==> src/rtl/udc_pkg.sv <==
package udc_pkg;
    localparam int CNT_W   = 4;
    localparam int CNT_MAX = (1 << CNT_W) - 1;

    typedef logic [CNT_W-1:0] cnt_t;

    typedef struct packed {
        cnt_t cnt;
    } core_state_t;
endpackage

==> src/rtl/udc_edge_sync.sv <==
module udc_edge_sync #(
    parameter int STAGES = 2
) (
    input  logic clk,
    input  logic rst,
    input  logic cp,
    output logic cp_lvl,
    output logic step
);
    typedef struct packed {
        logic [STAGES-1:0] sync;
        logic              prev;
    } es_state_t;

    es_state_t st_q, st_d;

    always_comb begin
        st_d      = st_q;
        st_d.sync = {st_q.sync[STAGES-2:0], cp};
        st_d.prev = st_q.sync[STAGES-1];
    end

    always_ff @(posedge clk) begin
        if (rst) st_q <= '0;
        else     st_q <= st_d;
    end

    assign cp_lvl = st_q.sync[STAGES-1];
    assign step   = st_q.sync[STAGES-1] & ~st_q.prev;

    // a step request never lasts more than one cycle
    a_r9_single_step: assert property (@(posedge clk) disable iff (rst)
        step |=> !step);
endmodule

==> src/rtl/udc_count_core.sv <==
module udc_count_core
    import udc_pkg::*;
(
    input  logic clk,
    input  logic rst,
    input  logic step,
    input  logic load_n,
    input  cnt_t data_in,
    input  logic cen_n,
    input  logic dir,
    output cnt_t cnt
);
    core_state_t st_q, st_d;

    always_comb begin
        st_d = st_q;
        if (!load_n) begin
            st_d.cnt = data_in;
        end else if (step && !cen_n) begin
            if (dir) st_d.cnt = st_q.cnt - cnt_t'(1);
            else     st_d.cnt = st_q.cnt + cnt_t'(1);
        end
    end

    always_ff @(posedge clk) begin
        if (rst) st_q <= '0;
        else     st_q <= st_d;
    end

    assign cnt = st_q.cnt;

    // the preset value is captured
    a_r2_load_capture: assert property (@(posedge clk) disable iff (rst)
        !load_n |=> st_q.cnt == $past(data_in));
    // disabled counter holds
    a_r4_hold_disabled: assert property (@(posedge clk) disable iff (rst)
        (load_n && cen_n) |=> $stable(st_q.cnt));
    // one step up with wrap
    a_r3_step_up: assert property (@(posedge clk) disable iff (rst)
        (load_n && !cen_n && step && !dir) |=> st_q.cnt == cnt_t'($past(st_q.cnt) + 1'b1));
    // one step down with wrap
    a_r5_step_down: assert property (@(posedge clk) disable iff (rst)
        (load_n && !cen_n && step && dir) |=> st_q.cnt == cnt_t'($past(st_q.cnt) - 1'b1));
endmodule

==> src/rtl/udc_term_decode.sv <==
module udc_term_decode
    import udc_pkg::*;
(
    input  logic clk,
    input  logic rst,
    input  cnt_t q,
    input  logic dir,
    input  logic cen_n,
    input  logic cp_lvl,
    output logic tc,
    output logic rc_n
);
    logic at_top, at_bottom;

    assign at_top    = (q == cnt_t'(CNT_MAX));
    assign at_bottom = (q == '0);
    assign tc        = dir ? at_bottom : at_top;
    assign rc_n      = ~(tc & ~cen_n & ~cp_lvl);

    // ripple output idles when the flag is low
    a_r8_rc_idle: assert property (@(posedge clk) disable iff (rst)
        !tc |-> rc_n);
    // disabled enable blocks any ripple pulse
    a_r8_rc_blocked: assert property (@(posedge clk) disable iff (rst)
        cen_n |-> rc_n);
endmodule

==> src/rtl/udc_counter4.sv <==
module udc_counter4
    import udc_pkg::*;
#(
    parameter int SYNC_STAGES = 2
) (
    input  logic             clk,
    input  logic             rst,
    input  logic             cp,
    input  logic             load_n,
    input  logic [CNT_W-1:0] data_in,
    input  logic             cen_n,
    input  logic             dir,
    output logic [CNT_W-1:0] q,
    output logic             tc,
    output logic             rc_n
);
    logic cp_lvl, step;
    cnt_t cnt;

    udc_edge_sync #(.STAGES(SYNC_STAGES)) u_edge (
        .clk(clk), .rst(rst), .cp(cp), .cp_lvl(cp_lvl), .step(step)
    );

    udc_count_core u_core (
        .clk(clk), .rst(rst), .step(step), .load_n(load_n),
        .data_in(data_in), .cen_n(cen_n), .dir(dir), .cnt(cnt)
    );

    // Preset passes straight through while held
    assign q = load_n ? cnt : data_in;

    udc_term_decode u_dec (
        .clk(clk), .rst(rst), .q(q), .dir(dir), .cen_n(cen_n),
        .cp_lvl(cp_lvl), .tc(tc), .rc_n(rc_n)
    );
endmodule

==> config.mk <==
export PLATFORM = sky130hd
export DESIGN_NAME = udc_counter4
export DESIGN_NICKNAME = d
export VERILOG_FILES = /design/src/rtl/udc_pkg.sv /design/src/rtl/udc_edge_sync.sv /design/src/rtl/udc_count_core.sv /design/src/rtl/udc_term_decode.sv /design/src/rtl/udc_counter4.sv
export SDC_FILE = /design/constraint.sdc
export NUM_CORES = 1
export LEC_CHECK = 0
export ABC_AREA = 1
export BUFFER_PORTS_ARGS = -buffer_cell sky130_fd_sc_hd__buf_2
export CORE_AREA = 2 2 39 41
export CTS_CLUSTER_SIZE = 25
export DETAILED_ROUTE_END_ITERATION = 10
export DIE_AREA = 0 0 41 43
export GPL_ROUTABILITY_DRIVEN = 0
export PLACE_DENSITY = 0.72
export SYNTH_ARGS = -nofsm -noshare
export SYNTH_HDL_FRONTEND = slang
export SYNTH_HIERARCHICAL = 1
export SYNTH_SLANG_ARGS = --single-unit
==> constraint.sdc <==
create_clock -name clk -period 2.2 [get_ports clk]
set_clock_uncertainty 0.15 [all_clocks]
set_input_delay 0.66 -clock clk [delete_from_list [all_inputs] [get_ports clk]]
set_output_delay 0.66 -clock clk [all_outputs]
set_load 0.02 [all_outputs]
== Word level (Yosys, flattened, before mapping) ==
Cells that the tools add are included.

* Input bits: 10
* Logic and storage cells: 22
* Latch bits: 0
* Output and inout bits: 6
* Flip-flop bits (word level): 7
* Memory bits (read-only): 0
* Bits in writable memories: 0
* Memories kept: 0

* Bitwise logic cells: 7
* Reductions and logical operators: 3
* Eq/ne operators: 2
* Shift operators: 0
* Multipliers: 0
* Magnitude comparators: 0
* Add/subtract/negate cells: 2
* Multiplexer cells: 5
* Div/mod/pow operators: 0

{| class="wikitable"
|+ Operators with widths
! cell !! count
|-
| 2-to-1 mux 4 bit || 4
|-
| adder 4 x 1 -> 4 bit, second input constant || 1
|-
| equality test 4 bit, second input constant || 1
|-
| logical NOT 4 bit || 1
|-
| NOT 1 bit || 4
|-
| subtractor 4 x 1 -> 4 bit, second input constant || 1
|-
| AND 1 bit || 3
|-
| != test 2 x 1 -> 1 bit, second input constant || 1
|-
| logical AND 1 bit || 1
|-
| logical NOT 1 bit || 1
|-
| 2-to-1 mux 1 bit || 1
|}

== Logic depth before layout (Yosys ltp) ==
Gate-level depths: netlist of run 1.

* Depth in word-level cells: 6
* Depth in mapped cells: 9
* Gate-level depth less buffers: 9

== Cells and area by module ==
The synthesis of run 1 kept the hierarchy.

{| class="wikitable"
|+ Modules (own cells, without submodules)
! module !! cells an instance !! instances !! area an instance (µm²) !! sequential area each (µm²)
|-
| udc_count_core || 47 || 1 || 335.3 || 80.1
|-
| udc_edge_sync || 10 || 1 || 86.3 || 60.1
|-
| udc_counter4 || 13 || 1 || 48.8 || 0.0
|-
| udc_term_decode || 11 || 1 || 47.5 || 0.0
|}

== Worst setup path after synthesis of run 1 ==
No wires, ideal clock.

* Kind: input-to-output
* From: input load_n
* To: output rc_n
* Setup slack: -0.010 ns
* Stages: 8
* Arrival time: 1.400 ns
* Buffers on the path: 0
* Data required time: 1.390 ns
* Cell sequence: inv_2 nand2_1 nand2_1 nand2_1 nor2_1 nand2_1 nand2_2 nand2_2

* Longest elaborated chain between the ends: 6
* Elaborated cells on any way between the ends: 7
* Classes of those cells: eq/ne: 1; mux: 2; bitwise: 3; reduce/logical: 1

{| class="wikitable"
|+ Ends and longest elaborated chain
! item !! RTL line !! source
|-
| start: declaration || udc_counter4.sv:9 || <nowiki>input logic load_n,</nowiki>
|-
| 2-to-1 mux 4 bit (*) || udc_counter4.sv:30 || <nowiki>assign q = load_n ? cnt : data_in;</nowiki>
|-
| net q[2] || udc_counter4.sv:13 || <nowiki>output logic [CNT_W-1:0] q,</nowiki>
|-
| equality test 4 bit / logical NOT 4 bit (equally long branches) || udc_term_decode.sv:15, udc_term_decode.sv:16 ||
|-
| 2-to-1 mux 1 bit (*) || udc_term_decode.sv:17 || <nowiki>assign tc = dir ? at_bottom : at_top;</nowiki>
|-
| net tc || udc_counter4.sv:14 || <nowiki>output logic tc,</nowiki>
|-
| AND 1 bit (*) (2 in series) || udc_term_decode.sv:18 || <nowiki>assign rc_n = ~(tc & ~cen_n & ~cp_lvl);</nowiki>
|-
| NOT 1 bit (*) || udc_term_decode.sv:18 ||
|-
| end: declaration || udc_counter4.sv:15 || <nowiki>output logic rc_n</nowiki>
|}

Mark *: on every way through the listed nets, which the timed path passes. The rest lies on a longest branch.

== Final worst setup path of run 1 ==
* From: input load_n
* To: output rc_n

* Longest elaborated chain between the ends: 6
* Elaborated cells on any way between the ends: 7
* Classes of those cells: eq/ne: 1; mux: 2; bitwise: 3; reduce/logical: 1

{| class="wikitable"
|+ Ends and longest elaborated chain
! item !! RTL line
|-
| 2-to-1 mux 4 bit (*) || udc_counter4.sv:30
|-
| equality test 4 bit / logical NOT 4 bit (equally long branches) || udc_term_decode.sv:15, udc_term_decode.sv:16
|-
| 2-to-1 mux 1 bit (*) || udc_term_decode.sv:17
|-
| AND 1 bit (*) (2 in series) || udc_term_decode.sv:18
|-
| NOT 1 bit (*) || udc_term_decode.sv:18
|}

Every way passes the cells marked *; elsewhere a longest branch is shown, timed or not.

==> results of run 1 <==
[sequential cells by signal (all words and copies together) (netlist names)]
register       count
u_core/cnt         4
u_edge/st_d        1
u_edge/cp_lvl      1
u_edge/st_q        1
[cells in the final DEF, fill, tap and decap left out, drive strengths merged, types with 2 or more instances in the layout]
cell type / netlist / layout
xnor2: 2 / 2
o21ai: 2 / 2
buf: 0 / 21
clkinv: 1 / 2
inv: 11 / 10
nand3: 3 / 3
ha: 2 / 2
clkbuf: 0 / 4
dfxtp: 7 / 7
nand2: 32 / 32
nor2: 13 / 13
a21oi: 3 / 3
[final cells by class]
cell class                      instances  area, um^2  share of cell area, %
Timing Repair Buffer                   21         159                   20.4
Tap cell                               16        20.0                   2.57
Multi-Input combinational cell         62         374                   48.1
Inverter                               12        58.8                   7.56
Clock buffer                            4        26.3                   3.38
Sequential cell                         7         140                   18.0
[what timing repair did]
| action | in CTS | in global routing |
|---|---|---|
| setup buffers | 2 | 1 |
| endpoints found under the setup margin | 2 | 2 |
| resized for setup | 11 | 16 |
| pin swaps | 6 | 7 |
| hold buffers | 0 | 0 |
[worst max-delay path by stage]
| stage | start | endpoint | slack (ns) | cells after the start |
|---|---|---|---|---|
| after floorplan | load_n | rc_n | 0.03 | 8 |
| final | load_n | rc_n | -0.04 | 10 |
| after CTS | load_n | rc_n | -0.01 | 10 |
| after detailed placement | load_n | rc_n | -0.09 | 10 |
| after global routing | load_n | rc_n | -0.07 | 9 |
| after global placement | load_n | rc_n | -0.05 | 9 |
[routing by layer]
metal | track usage (%) | vias up
li1 | - | 297
met1 | 19.5 | 266
met2 | 27.2 | 9
met3 | 3.14 | 0
met4 | 6.00 | 0
met5 | 0 | -
[power breakdown]
part	leakage, nW	switching (mW)	total (mW)	internal (mW)
combinational	0.332	0.0730	0.133	0.0605
sequential	0.0578	0.00710	0.142	0.135
clock	0.0150	0.0440	0.113	0.0690
total	0.405	0.124	0.388	0.264
[tightest hold or removal path, cell delays in order, from the launching register on]
cell,delay (ns)
sky130_fd_sc_hd__dfxtp_1,0.29
sky130_fd_sc_hd__inv_1,0.04
sky130_fd_sc_hd__nor2_1,0.03
[through the flow]
stage	TNS, ns	util, %	cells	hold WS (ns)
after floorplan	0	-	81	0.238
after global placement	-0.0759	46.3	115	0.241
after detailed placement	-0.154	46.3	115	0.252
after CTS	-0.0103	51.7	121	0.259
after global routing	-0.133	56.2	122	0.293
final	-0.0756	56.2	122	0.254
[logic make-up after synthesis]
family	synth area share, %
AOI/OAI and AO/OA	9.18
xor gates and xnor gates	5.07
adders and majority gates	8.70
buffers and inverters	8.94
DFF	27.1
and+or+nand+nor	41.1
==> results.md, run 1 <==
- Number of nets in the finished design: 120
- First-pass GRT wire length: 2000 um
- Synth area leaders: sky130_fd_sc_hd__dfxtp_1 (27%), sky130_fd_sc_hd__nand2_1 (20%), sky130_fd_sc_hd__nor2_1 (8.7%)
- Synth unique cells: 21
- WP buf/inv: 3
- Post-route clock period utilization: 102%
- Top routing layer in use: met3
- CTS tree: built
- DRC errors left: 0
- Starting Density: 37.4%
- Top-Level Pins: 16
- Achievable clock frequency: 0.446 GHz
- Total of flip-flops plus latches after synthesis: 7
- Met3 Wirelength: 34 um
- Number of global-route vias before repair: 502
- Reg2reg end: u_core/cnt[1]
- VDD IR max: 0.258 mV
- Worst-case register-to-register setup slack: 0.67 ns
- Die outline height: 43 um
- Number of filler instances in the final layout: 128
- Delay of the slowest cell on the worst path: 0.12 ns
- Worst relative slew slack: 87.3%
- Most used flip-flop cell after synthesis: sky130_fd_sc_hd__dfxtp_1
- Remaining Overflow, GRT: 0
- Cell area after layout: 778 um^2
- Initial antenna violation count: 0
- Routed metal-1 wirelength: 557 um
- Met2 Routed Length: 720 um
- Kind of critical path: in -> out
- Placement Cell Area: 641 um^2
- Final Power: 0.388 mW
- CP Data Required Time: 1.39 ns
- Number of synthesized flops with an enable pin: 0
- CP Capture Type: primary output
- Setup-violating endpoint count in the final report: 2
- Largest net degree at the start of global routing: 8
- Layout overhead on the synthesized area: 50.2%
- Cell with the most instances after synthesis: sky130_fd_sc_hd__nand2_1
- Synth top area share: 27.1%
- Library cell contributing the largest single delay on the critical path: sky130_fd_sc_hd__buf_12
- Final worst-path setup slack: -0.0442 ns
- Lkg Pwr: 0.405 nW
- Commonest cells in the netlist: sky130_fd_sc_hd__nand2_1 (28), sky130_fd_sc_hd__nor2_1 (12), sky130_fd_sc_hd__inv_1 (9)
- Largest delay contributor family on the critical path: simple AND/OR/NAND/NOR gates
- Average footprint of a synthesized cell: 6.40 um^2
- Clk sink count: 7
- Horizontal die dimension: 41 um
- Max Buffers Root-to-Sink: 2
- Netlist Area Pre-Place: 518 um^2
- Post-Place Setup Slack: -0.0909 ns
- Hold wc startpoint: u_edge/st_d[2]
- RSZ-0062 raised after global routing: yes
- Routed Antenna Nets: 0
- Hold/Removal Path Class: reg -> reg
- PortBufs: 15
- Cell-by-cell trace of the critical path: buf_12 -> clkinv_8 -> nand2_4 -> nand2_2 -> nand2_2 -> nor2_2 -> nand2_1 -> nand2_2 -> nand2_2 -> buf_6
- GRT Resource Usage Total: 16.3%
- HPWL after DPL: 930 um
- Part of the Yosys area used for sequential elements: 27.1%
- Final Hold Viols: 0
- DR iter-0 viols: 15
- Number of H-tree levels: 1
- Time the worst path needs with I/O delays and setup: 2.24 ns
- Core footprint: 0.00138 mm^2
- Number of placement rows: 14
- Hold Path Stages: 2
- Share of flip-flops with an asynchronous set or reset: 0%
- Library cell appearing most often on the critical path: sky130_fd_sc_hd__nand2_2
- Max-slew violation total from the final report: 0
- Clock root cell: sky130_fd_sc_hd__clkbuf_4
- Result of the run: finished with violations
- Clock insertion delay at the later pin of the skew report: 0.24 ns
- Failing checks: negative setup slack
- Sort of element at the start of the critical path: input port
- Fraction of layout instances using a drive strength above 1: 42.5%
- R2R depth: 5
- Areal power density over the cells: 499 mW/mm^2
- Clock transition at the register clock pins on the worst setup and hold paths after CTS: 0.05 ns
- Routed wire per std cell: 10.8 um
- Data arrival time of the worst path: 1.43 ns
- Overall die area: 0.00176 mm^2
- Via count: 572
- First-pass iteration count of the detailed router: 4
- CP max FO: 7
- Cts bufs inserted: 3
- Cells after Synth: 81
- Start of the worst register-to-register path: u_core/cnt[0]
- Capture endpoint of the worst hold path: u_edge/cp_lvl
- Total inserted antenna cells: 0
- Post-Syn Nets: 94
- Ys Warns: 6
- Final WL: 1310 um
- Synth area leader: sky130_fd_sc_hd__dfxtp_1
- Slew at the pin with the worst max-slew slack: 0.190 ns
- Via density: 4.69
- Total of max-cap violations: 0
Power figures use the tool's default switching activity.
==> run 2, diff against run 1 <==
--- a/config.mk
+++ b/config.mk
@@ -13,5 +13,5 @@
 export DIE_AREA = 0 0 41 43
 export GPL_ROUTABILITY_DRIVEN = 0
-export PLACE_DENSITY = 0.72
+export PLACE_DENSITY = 0.65
 export SYNTH_ARGS = -nofsm -noshare
 export SYNTH_HDL_FRONTEND = slang
==> constraint.sdc (replaced) <==
create_clock -name clk -period 2.2 [get_ports clk]
set_clock_uncertainty 0.15 [all_clocks]
set_input_delay 0.22 -clock clk [delete_from_list [all_inputs] [get_ports clk]]
set_output_delay 0.22 -clock clk [all_outputs]
set_load 0.02 [all_outputs]
==> run 2 against run 1 <==
Against the previous run:
- the flow now finishes without violations
- wire length fell by 15%
- count of clock-buffer cells in the layout did not move
- sequential share of layout area rose by 3.9 points
- sequential power barely moved
- sequential cell count did not move
- global-route usage fell by 1.2 points
- worst setup slack improved by 0.56 ns
- cell count fell by 4.9%
==> results.md, run 2 (synthesis gave the netlist of run 1 again) <==
- Total of max-cap violations: 0 (unchanged)
- Max-slew violation total from the final report: 0 (unchanged)
- Number of placed instances, taps included: 112 (-2.6%)
- Delay of the slowest cell on the worst path: 0.41 ns (+0.29 ns)
- Most common cell after layout, fill and taps aside: sky130_fd_sc_hd__nand2_1
- Routed Antenna Nets: 0 (unchanged)
- Clock transition at the register clock pins on the worst setup and hold paths after CTS: 0.05 ns (about the same)
- Number of resized instances in the post-cts repair step: 0 (-11)
- Number of global-route vias before repair: 463 (-7.8%)
- Result of the run: finished, final reports clean
- R2R depth: 5 (unchanged)
- Worst relative slew slack: 87.1% (-0.15 points)
- Largest delay contributor family on the critical path: simple AND/OR/NAND/NOR gates
- Horizontal die dimension: 41 um (unchanged)
- CTS tree: built
- HPWL after DPL: 948 um (+2.0%)
- Placement Cell Area: 613 um^2 (-4.3%)
- WP buf/inv: 1 (-2)
- Slew at the pin with the worst max-slew slack: 0.193 ns (+0.00219 ns)
- Via density: 4.59 (-2.2%)
- Cell-by-cell trace of the critical path: nand2_1 -> nand2_1 -> nand2_1 -> nor2_1 -> nand2_1 -> nand2_2 -> nand2_2 -> buf_2
- Number of H-tree levels: 1 (unchanged)
- Core footprint: 0.00138 mm^2 (unchanged)
- Hold/Removal Path Class: in -> reg
- Cts bufs inserted: 3 (unchanged)
- Achievable clock frequency: 0.594 GHz (+33%)
- Layout overhead on the synthesized area: 23.4%
- DR iter-0 viols: 8 (-7)
- Setup-violating endpoint count in the final report: 0 (-2)
- Final Hold Viols: 0 (unchanged)
- CP Data Required Time: 1.83 ns (+0.44 ns)
- Largest net degree at the start of global routing: 9 (+1)
- Via count: 532 (-7.0%)
- Hold Path Stages: 3 (+1)
- First-pass iteration count of the detailed router: 4 (unchanged)
- Worst Hold Slack: 0.0284 ns (-0.226 ns)
- Fraction of layout instances using a drive strength above 1: 28.0% (-14 points)
- Non-filler instance count after layout: 116 (-4.9%)
- Cell area after layout: 639 um^2 (-18%)
- Remaining Overflow, GRT: 0 (unchanged)
- First-pass GRT wire length: 1810 um (-9.7%)
- Routed wire per std cell: 9.57 um (-11%)
- GRT Resource Usage Total: 15.1% (-1.2 points)
- Library cell contributing the largest single delay on the critical path: sky130_fd_sc_hd__dfxtp_1
- Lkg Pwr: 0.347 nW (-14%)
- Area taken by flip-flops and latches: 140 um^2 (unchanged)
- CP Capture Type: primary output
- Data arrival time of the worst path: 1.31 ns (-0.12 ns)
- Final WL: 1110 um (-15%)
- Number of filler instances in the final layout: 149 (+16%)
- Clock root cell: sky130_fd_sc_hd__clkbuf_4
- Accumulated negative setup slack: 0 ns (+0.0756 ns)
- Initial antenna violation count: 0 (unchanged)
- Max Buffers Root-to-Sink: 2 (unchanged)
- Library cell appearing most often on the critical path: sky130_fd_sc_hd__nand2_1
- Number of placement rows: 14 (unchanged)
- PortBufs: 15 (unchanged)
- Post-CTS Setup Repair Bufs: 0 (-2)
- Post-CTS Hold Fix Bufs: 0 (unchanged)
- Flip-flop count of the largest register after layout: 4 (unchanged)
- Final worst-path setup slack: 0.517 ns (+0.561 ns)
- Highest-count cells in the layout ignoring fill and taps: sky130_fd_sc_hd__nand2_1 (28), sky130_fd_sc_hd__buf_2 (15), sky130_fd_sc_hd__nor2_1 (12)
- VDD IR max: 0.263 mV (+2.2%)
- RSZ-0062 raised after global routing: no
- Clock insertion delay at the later pin of the skew report: 0.25 ns (about the same)
- Kind of critical path: reg -> out
- Time the worst path needs with I/O delays and setup: 1.68 ns (-0.561 ns)
- Overall die area: 0.00176 mm^2 (unchanged)
- Number of nets in the finished design: 114 (-5.0%)
- Areal power density over the cells: 559 mW/mm^2 (+12%)
- DRC errors left: 0 (unchanged)
- Starting Density: 37.4% (unchanged)
- Die outline height: 43 um (unchanged)
- Critical path depth: 8 (-2)
- CP max FO: 4 (-3)
- Post-Place Setup Slack: 0.667 ns (+0.758 ns)
- Post-route clock period utilization: 76.5% (-26 points)
- Clk sink count: 7 (unchanged)
- Multi-input gate area in the final layout: 332 um^2 (-11%)
- Sort of element at the start of the critical path: register
- Total inserted antenna cells: 0 (unchanged)
- Top-Level Pins: 16 (unchanged)
-- run 2: cell count changes in the layout (fill, tap and decap cells not counted) --
cell	previous run	this run
sky130_fd_sc_hd__buf_6	5	0
sky130_fd_sc_hd__buf_12	1	0
sky130_fd_sc_hd__buf_4	3	0
sky130_fd_sc_hd__nor2_2	2	0
sky130_fd_sc_hd__nand2_2	9	3
sky130_fd_sc_hd__clkinv_8	1	0
sky130_fd_sc_hd__nand2_1	19	28
sky130_fd_sc_hd__nor2_1	10	12
sky130_fd_sc_hd__buf_2	12	15
sky130_fd_sc_hd__nand2_4	4	1
sky130_fd_sc_hd__inv_2	1	2
-- run 2: worst min-delay path, stage by stage --
cell and delay [ns]:
sky130_fd_sc_hd__buf_2 0.09, sky130_fd_sc_hd__inv_1 0.04, sky130_fd_sc_hd__nor2_1 0.03
-- run 2: layout make-up --
cell class                 count  area share [%]
clock buffer                   4            4.11
multi-input combinational     62            51.9
tap                           16            3.13
timing repair buffer          15            11.7
sequential                     7            21.9
inverter                      12            7.24
-- run 2: final timing paths --
path                                startpoint             end  slack [ns]
worst max-delay path             u_core/cnt[3]            rc_n        0.52
worst min register to register  u_edge/st_d[2]   u_edge/cp_lvl        0.25
worst max register to register   u_core/cnt[0]   u_core/cnt[1]        0.66
worst min-delay path                        cp  u_edge/st_d[2]        0.03
-- run 2: stage by stage --
stage | power [mW] | util (%)
2_1_floorplan | 0.211 | -
3_5_place_dp | 0.245 | 44.3
6_report | 0.357 | 46.2
5_1_grt | 0.384 | 46.2
3_3_place_gp | 0.241 | 44.3
4_1_cts | 0.363 | 46.2
-- run 2: report_power, final --
| part | internal (mW) | switching, mW |
|---|---|---|
| sequential | 0.135 | 0.00662 |
| clock | 0.0691 | 0.0460 |
| combinational | 0.0394 | 0.0614 |
-- run 2: per-layer routing --
metal | global-route usage (%) | wire [um]
met1 | 16.3 | 465
met2 | 26.6 | 551
met3 | 3.14 | 65
met4 | 6.00 | 28
met5 | 0 | 0
